### src/rtl/partreg_file.sv
module partreg_file #(
  parameter int XLEN = 64,
  parameter int NREGS = 16,
  parameter bit MERGE_STALL = 1'b0,
  localparam int IW = $clog2(NREGS),
  localparam int HALF = XLEN / 2
) (
  input  logic            clk,
  input  logic            rst_n,
  input  logic            wr_en,
  input  logic [IW-1:0]   wr_idx,
  input  logic [1:0]      wr_size,
  input  logic            wr_ext,
  input  logic [XLEN-1:0] wr_data,
  input  logic [IW-1:0]   rd_idx,
  input  logic [1:0]      rd_size,
  input  logic            rd_ext,
  output logic [XLEN-1:0] rd_data,
  output logic            busy
);

  logic [NREGS-1:0][XLEN-1:0] rf;

  // {second-byte flag, register number}
  function automatic logic [IW:0] pick(input logic [IW-1:0] sel,
                                       input logic [1:0] sz,
                                       input logic ext);
    if (ext) return {1'b0, sel};
    if (sz == 2'b00 && sel[2]) return {1'b1, IW'(sel[1:0])};
    return {1'b0, IW'(sel[2:0])};
  endfunction

  logic [IW:0]     wsel, rsel;
  logic            whi, rhi;
  logic [IW-1:0]   wreg, rreg;
  logic [XLEN-1:0] wold, wnew, rraw;
  logic            accept;

  assign wsel = pick(wr_idx, wr_size, wr_ext);
  assign rsel = pick(rd_idx, rd_size, rd_ext);
  assign {whi, wreg} = wsel;
  assign {rhi, rreg} = rsel;
  assign wold = rf[wreg];
  assign rraw = rf[rreg];
  assign accept = wr_en && !busy;

  always_comb begin
    case (wr_size)
      2'b00:   wnew = whi ? {wold[XLEN-1:16], wr_data[7:0], wold[7:0]}
                          : {wold[XLEN-1:8], wr_data[7:0]};
      2'b01:   wnew = {wold[XLEN-1:16], wr_data[15:0]};
      2'b10:   wnew = {{HALF{1'b0}}, wr_data[HALF-1:0]};
      default: wnew = wr_data;
    endcase
  end

  always_ff @(posedge clk) begin
    if (!rst_n) begin
      rf   <= '0;
      busy <= 1'b0;
    end else begin
      if (accept) rf[wreg] <= wnew;
      busy <= MERGE_STALL && accept && !wr_size[1];
    end
  end

  always_comb begin
    case (rd_size)
      2'b00:   rd_data = XLEN'(rhi ? rraw[15:8] : rraw[7:0]);
      2'b01:   rd_data = XLEN'(rraw[15:0]);
      2'b10:   rd_data = XLEN'(rraw[HALF-1:0]);
      default: rd_data = rraw;
    endcase
  end

endmodule

### config.mk
export PLATFORM = sky130hd
export DESIGN_NAME = partreg_file
export DESIGN_NICKNAME = d
export VERILOG_FILES = /design/src/rtl/partreg_file.sv
export SDC_FILE = /design/constraint.sdc
export NUM_CORES = 2
export LEC_CHECK = 0
export BUFFER_PORTS_ARGS = -buffer_cell sky130_fd_sc_hd__buf_4
export CORE_MARGIN = 4
export CORE_UTILIZATION = 50
export DETAILED_ROUTE_END_ITERATION = 7
export PLACE_DENSITY = 0.66
export SLEW_MARGIN = 10
export SYNTH_ARGS = -nofsm -noshare
export SYNTH_HDL_FRONTEND = slang
export SYNTH_SLANG_ARGS = --single-unit
### constraint.sdc
create_clock -name clk -period 2.9 [get_ports clk]
set_input_delay 0.29 -clock clk [delete_from_list [all_inputs] [get_ports clk]]
set_output_delay 0.29 -clock clk [all_outputs]
set_load 0.01 [all_outputs]
; ---- After elaboration in Yosys (flattened, before gate mapping)
; Cells that the tools add are included.
[classes]
n_eq_ne = 4
mux = 25
n_reduce_logical = 5
magnitude_cmp = 3
[op_table]
columns = op, count
row1 = $bwmux W1024, 1
row2 = $bmux W64 S4, 2
row3 = $pmux W64 S3, 2
row4 = $demux W64 S4, 1
row5 = $mux W64, 3
row6 = $mux W5, 8
row7 = $mux W16, 1
row8 = $lt A4 B5 Y1 const B, 2
row9 = $mux W8, 1
row10 = $mux W1, 6
row11 = $eq A2 B1 Y1 const B, 2
row12 = $eq A2 B2 Y1 const B, 2
row13 = $ge A4 B1 Y1 const B, 1
row14 = $logic_not A2 Y1, 2
row15 = $logic_and A1 B1 Y1, 3
[totals]
input_bits = 81
out_inout_bits = 65
word_cells = 53
reg_bits = 1024

; ---- Logic depth before layout (Yosys ltp)
[depth]
depth_word = 11
mapped_depth = 13
mapped_depth_nobuf = 5

; ---- Worst setup path before layout
; No wires, ideal clock.
[synth_timing]
path_type = input to output
start = in rd_idx[0]
end = out rd_data[24]
stages = 7
n_path_buf = 3
path_slack_ns = 0.477
required_time_ns = 2.610
arrival_ns = 2.133
cell_sequence = clkbuf_1 > clkbuf_1 > buf_1 > mux4_2 > nand2_1 > nand3_1 > and3_1
[synth_between]
elab_chain_cells = 7
[synth_rtl]
columns = element, line_no
row1 = start: declaration, 15  ; input logic [IW-1:0] rd_idx,
row2 = $mux W5, 28  ; if (ext) return {1'b0, sel};
row3 = $mux W5, 29  ; if (sz == 2'b00 && sel[2]) return {1'b1, IW'(sel[1:0])};
row4 = $mux W5, 30  ; return {1'b0, IW'(sel[2:0])};
row5 = $mux W5 (*), 29
row6 = $bmux W64 S4 (*), 44  ; assign rraw = rf[rreg];
row7 = $mux W64 (implied by the code) (*), 44
row8 = $pmux W64 S3 (*), 68  ; case (rd_size)
row9 = end: declaration, 18  ; output logic [XLEN-1:0] rd_data,
; Every way passes the cells marked *; elsewhere a longest branch is shown, timed or not. The select of a mux whose other input is x is not followed.

; ---- Final worst setup path
[layout_timing]
start = reg rf[716] (netlist name)
end = out rd_data[4]
[layout_between]
elab_chain_cells = 4
[layout_rtl]
columns = element, line_no
row1 = start: declaration, 22  ; logic [NREGS-1:0][XLEN-1:0] rf;
row2 = start signal: indexed assignment, 62  ; if (accept) rf[wreg] <= wnew;
row3 = $bmux W64 S4, 44
row4 = $mux W64 (implied by the code), 44
row5 = $mux W8, 69  ; 2'b00: rd_data = XLEN'(rhi ? rraw[15:8] : rraw[7:0]);
row6 = $pmux W64 S3, 68
; No other way between the ends. The select of a mux whose other input is x is not followed.

==> impl_summary.log <==
INFO  metric multiInputGateArea = 27,600 um2
INFO  metric cts_htree_levels = 3
INFO  metric drtIter0Drc = 5,849
INFO  metric floorplan.core_area = 101,000 um2
INFO  metric hold-worst-slack = 56.9 ps
INFO  metric placementRows = 116
INFO  metric synth_adder_area_share = 0%
INFO  metric globalplace.congestion = between 0.8 and 0.9
INFO  metric grt_overflow_total = 0
INFO  metric synth_edf_count = 0
INFO  metric synthMostInstantiatedCell = dfxtp_1
INFO  metric cts_made_buffers = 107
INFO  metric totalNegativeSetupSlack = 0 ps
INFO  metric clock_sink_count = 1,024
INFO  metric final_critical_path_setup_slack = 88.0 ps
INFO  metric clock_tree_from_tritoncts = yes
INFO  metric detailedPlace.worstSlack = 212 ps
INFO  metric yosys_warns = 0
INFO  metric r2r-end = rf[795]
INFO  metric top_reg_by_flops = rf
INFO  metric drt_wl_total = roughly 170,000 um
INFO  metric largest_register_ff_count = 1,024
INFO  metric synthesis.area_per_instance = 9.95 um2
INFO  metric ys_async_sr_fraction = 0%
INFO  metric crit_fanout = 3
INFO  metric setup.worst_path.class = register to output port
INFO  metric syn_inst = 5,116
INFO  metric slew_headroom = under 10%
INFO  metric endpoint_kind = output port
INFO  metric yosys.area.top_type_share = about two fifths
INFO  metric sequential_area_share_after_synthesis = about two fifths
INFO  metric drive_gt1_share = 21.5%
INFO  metric drt-wirelength-per-cell = 26.1 um
INFO  metric clock_insertion_delay_worst_skew = 690 ps
INFO  metric rsz0062_at_grt = false
INFO  metric route.met2.wl = 76,800 um
INFO  metric seq_area = 20,500 um2
INFO  metric die_w = 327 um
INFO  metric ys_top_cells_by_area = dfxtp_1 (40%), mux4_2 (17%), o21ai_0 (8.6%)
INFO  metric pin_count_of_the_biggest_net_entering_global_routing = 285
INFO  metric max_transition_viols_final = 0
INFO  metric main_flop_type_after_synthesis = dfxtp_1
INFO  metric area_of_the_mapped_netlist = 50,900 um2
INFO  metric cp.required = 2610 ps
INFO  metric finalHoldViolations = 0
INFO  metric synth_top_family_by_area = compound AO/OA/AOI/OAI gates
INFO  metric setup.worst_path.start_class = register
INFO  metric design.portCount = 146
INFO  metric reg2reg_from = rf[731]
INFO  metric floorplan.die_area = 107,000 um2
INFO  metric clock_tree.buffer_depth = 3
INFO  metric post_synthesis_share_of_cell_area_spent_on_xor_and_xnor_gates = 0%
INFO  metric worstSetupEndpoint = rd_data[4]
INFO  metric initial_core_util = 50.6%
INFO  metric post_route_m1_wl = ~68,000 um
INFO  metric max_cap_viol_count = 0
INFO  metric synth_simple_gate_area_share = 6.11%
INFO  metric min_period = about 2800 ps
INFO  metric worst_ir_drop_vdd = 0.000485 V
INFO  metric grt_pass1_wl = 253,000 um
INFO  metric min_period_over_period = 97.0%
INFO  metric path_clk_slew = 60 ps
INFO  metric worstRegToRegCells = 5
INFO  metric crit_path_start = rf[716]
INFO  metric synth_cell_type_count = 67
INFO  metric synth.largest_area_cell = dfxtp_1
INFO  metric maxUsedRoutingLayer = met4
INFO  metric groute.usage.overall = 30.2%
INFO  metric final_cell_area = 57,400 um2
INFO  metric yosys-mux-area-fraction = a little over a fifth
INFO  metric power_density = 561 nW/um2
INFO  metric synth_compound_area_share = 25.7%
INFO  metric timing.hold.worst.class = input port to register
INFO  metric worst-endpoint-arrival = 2520 ps
INFO  metric portBuffers = 144
INFO  metric drc = 0
INFO  metric p_leak = 21.0 nW
INFO  metric outcome = complete, no violations
INFO  metric synth_fp_nets = 5,197
INFO  metric detail_route.vias_per_cell = 6.74
INFO  metric place_hpwl = 99,100 um
INFO  metric tightestPinTransition = 1390 ps
INFO  metric clock-root-buffer = clkbuf_16
INFO  metric detailedRoute.firstPassIterationCount = 5
INFO  metric final_nets = 5,086
INFO  metric placedInstanceArea = around 54,000 um2
INFO  metric area_growth = 12.8%
INFO  metric number_of_global_route_vias_before_repair = about 40,000
INFO  metric routed-via-count = 43,466
INFO  metric synthTopCellsByCount = dfxtp_1 (1,024), o21ai_0 (876), a21oi_1 (532), clkbuf_1 (417), mux4_2 (392)
INFO  metric dr_wl_met3 = ~16,000 um
INFO  metric reg2reg_setup_slack = 870 ps
INFO  metric setup_violations = 0
INFO  metric biggestRegsByFlops = rf: 1024 flops
INFO  metric synth-seq-cells = between 1,000 and 1,500
INFO  metric die_h = 327 um
INFO  metric maxClockFrequency = 356 MHz
INFO  metric nFillCells = 8,632
INFO  metric final.setup_skew = 22.3 ps
INFO  metric number_of_antenna_violations_at_the_first_check_in_global_routing = 2
INFO  metric antenna_violating_nets_post_route = 0
==> stage by stage <==
| stage | power [mW] | util (%) | std cells |
|---|---|---|---|
| floorplan | 17.1 | - | 5116 |
| global placement | 18.3 | 53.4 | 6245 |
| detailed placement | 18.3 | 53.4 | 6245 |
| CTS | 32.3 | 57.1 | 6444 |
| global route | 33.1 | 57.1 | 6444 |
| finish | 32.2 | 57.1 | 6445 |
==> layer usage <==
layer | up-vias | global-route usage, %
met4 | 0 | 11.8
met3 | 385 | 6.69
met2 | 2327 | 46.9
li1 | 19354 | -
met5 | - | 0
met1 | 21400 | 41.3
==> how the worst min path moves through the flow <==
stage	startpoint	endpoint	slack, ps	cells after the start
3_3_place_gp	rf[582]	rf[582]	480	1
5_1_grt	wr_data[17]	rf[209]	30	3
4_1_cts	wr_data[17]	rf[81]	5	3
3_5_place_dp	rf[899]	rf[899]	480	1
2_1_floorplan	rf[387]	rf[387]	470	1
6_report	wr_data[17]	rf[593]	60	3
==> cells by family after synthesis <==
| kind of cell | Yosys count |
|---|---|
| AOI/OAI and AO/OA | 2204 |
| buffers and inverters | 635 |
| DFF | 1024 |
| muxes | 618 |
| other | 1 |
| and+or+nand+nor | 634 |
==> worst max-delay path: stages (launching register included) <==
cell and delay [ps]:
dfxtp_1 330, mux4_2 510, a22o_1 280, a221oi_1 230, buf_4 170, a221oi_1 110
buf_4 210
==> final cells by class <==
class,instances,share of cell area [%]
diodes,1,0.00436
multi-input cells,3457,48.0
repair buffers,414,7.06
clock inverters,40,0.717
clock buffers,151,5.55
well taps,1357,2.96
flip-flops and latches,1024,35.7
inverters,1,0.00654
==> power breakdown <==
group	internal (mW)	total [mW]	switching [mW]	leakage, nW
Sequential	14.4	14.6	0.208	8.28
Combinational	1.36	3.55	2.19	11.0
Clock	8.23	14.1	5.86	1.78
==> what timing repair did <==
action	CTS	global route
gates resized for setup	0	6
pin swaps	1	3
hold buffers	7	0
setup endpoints to repair	1	7
hold endpoints to repair	38	0
setup buffers	1	1
==> placed cells by master (no fill, tap or decap), types with 31 or more instances in the layout <==
cell / count
dfxtp_1: 1022
o21ai_0: 876
a21oi_1: 532
mux4_2: 392
buf_4: 331
a31oi_1: 304
nand2_1: 263
mux2i_1: 193
clkbuf_16: 110
nor2b_1: 89
a211oi_1: 86
nor2_1: 78
o211ai_1: 71
buf_12: 71
and2_1: 68
a32o_1: 64
o21ai_1: 61
a22oi_1: 45
nand3_1: 39
o211a_1: 32
mux2_2: 31
(Power assumes the default switching activity.)
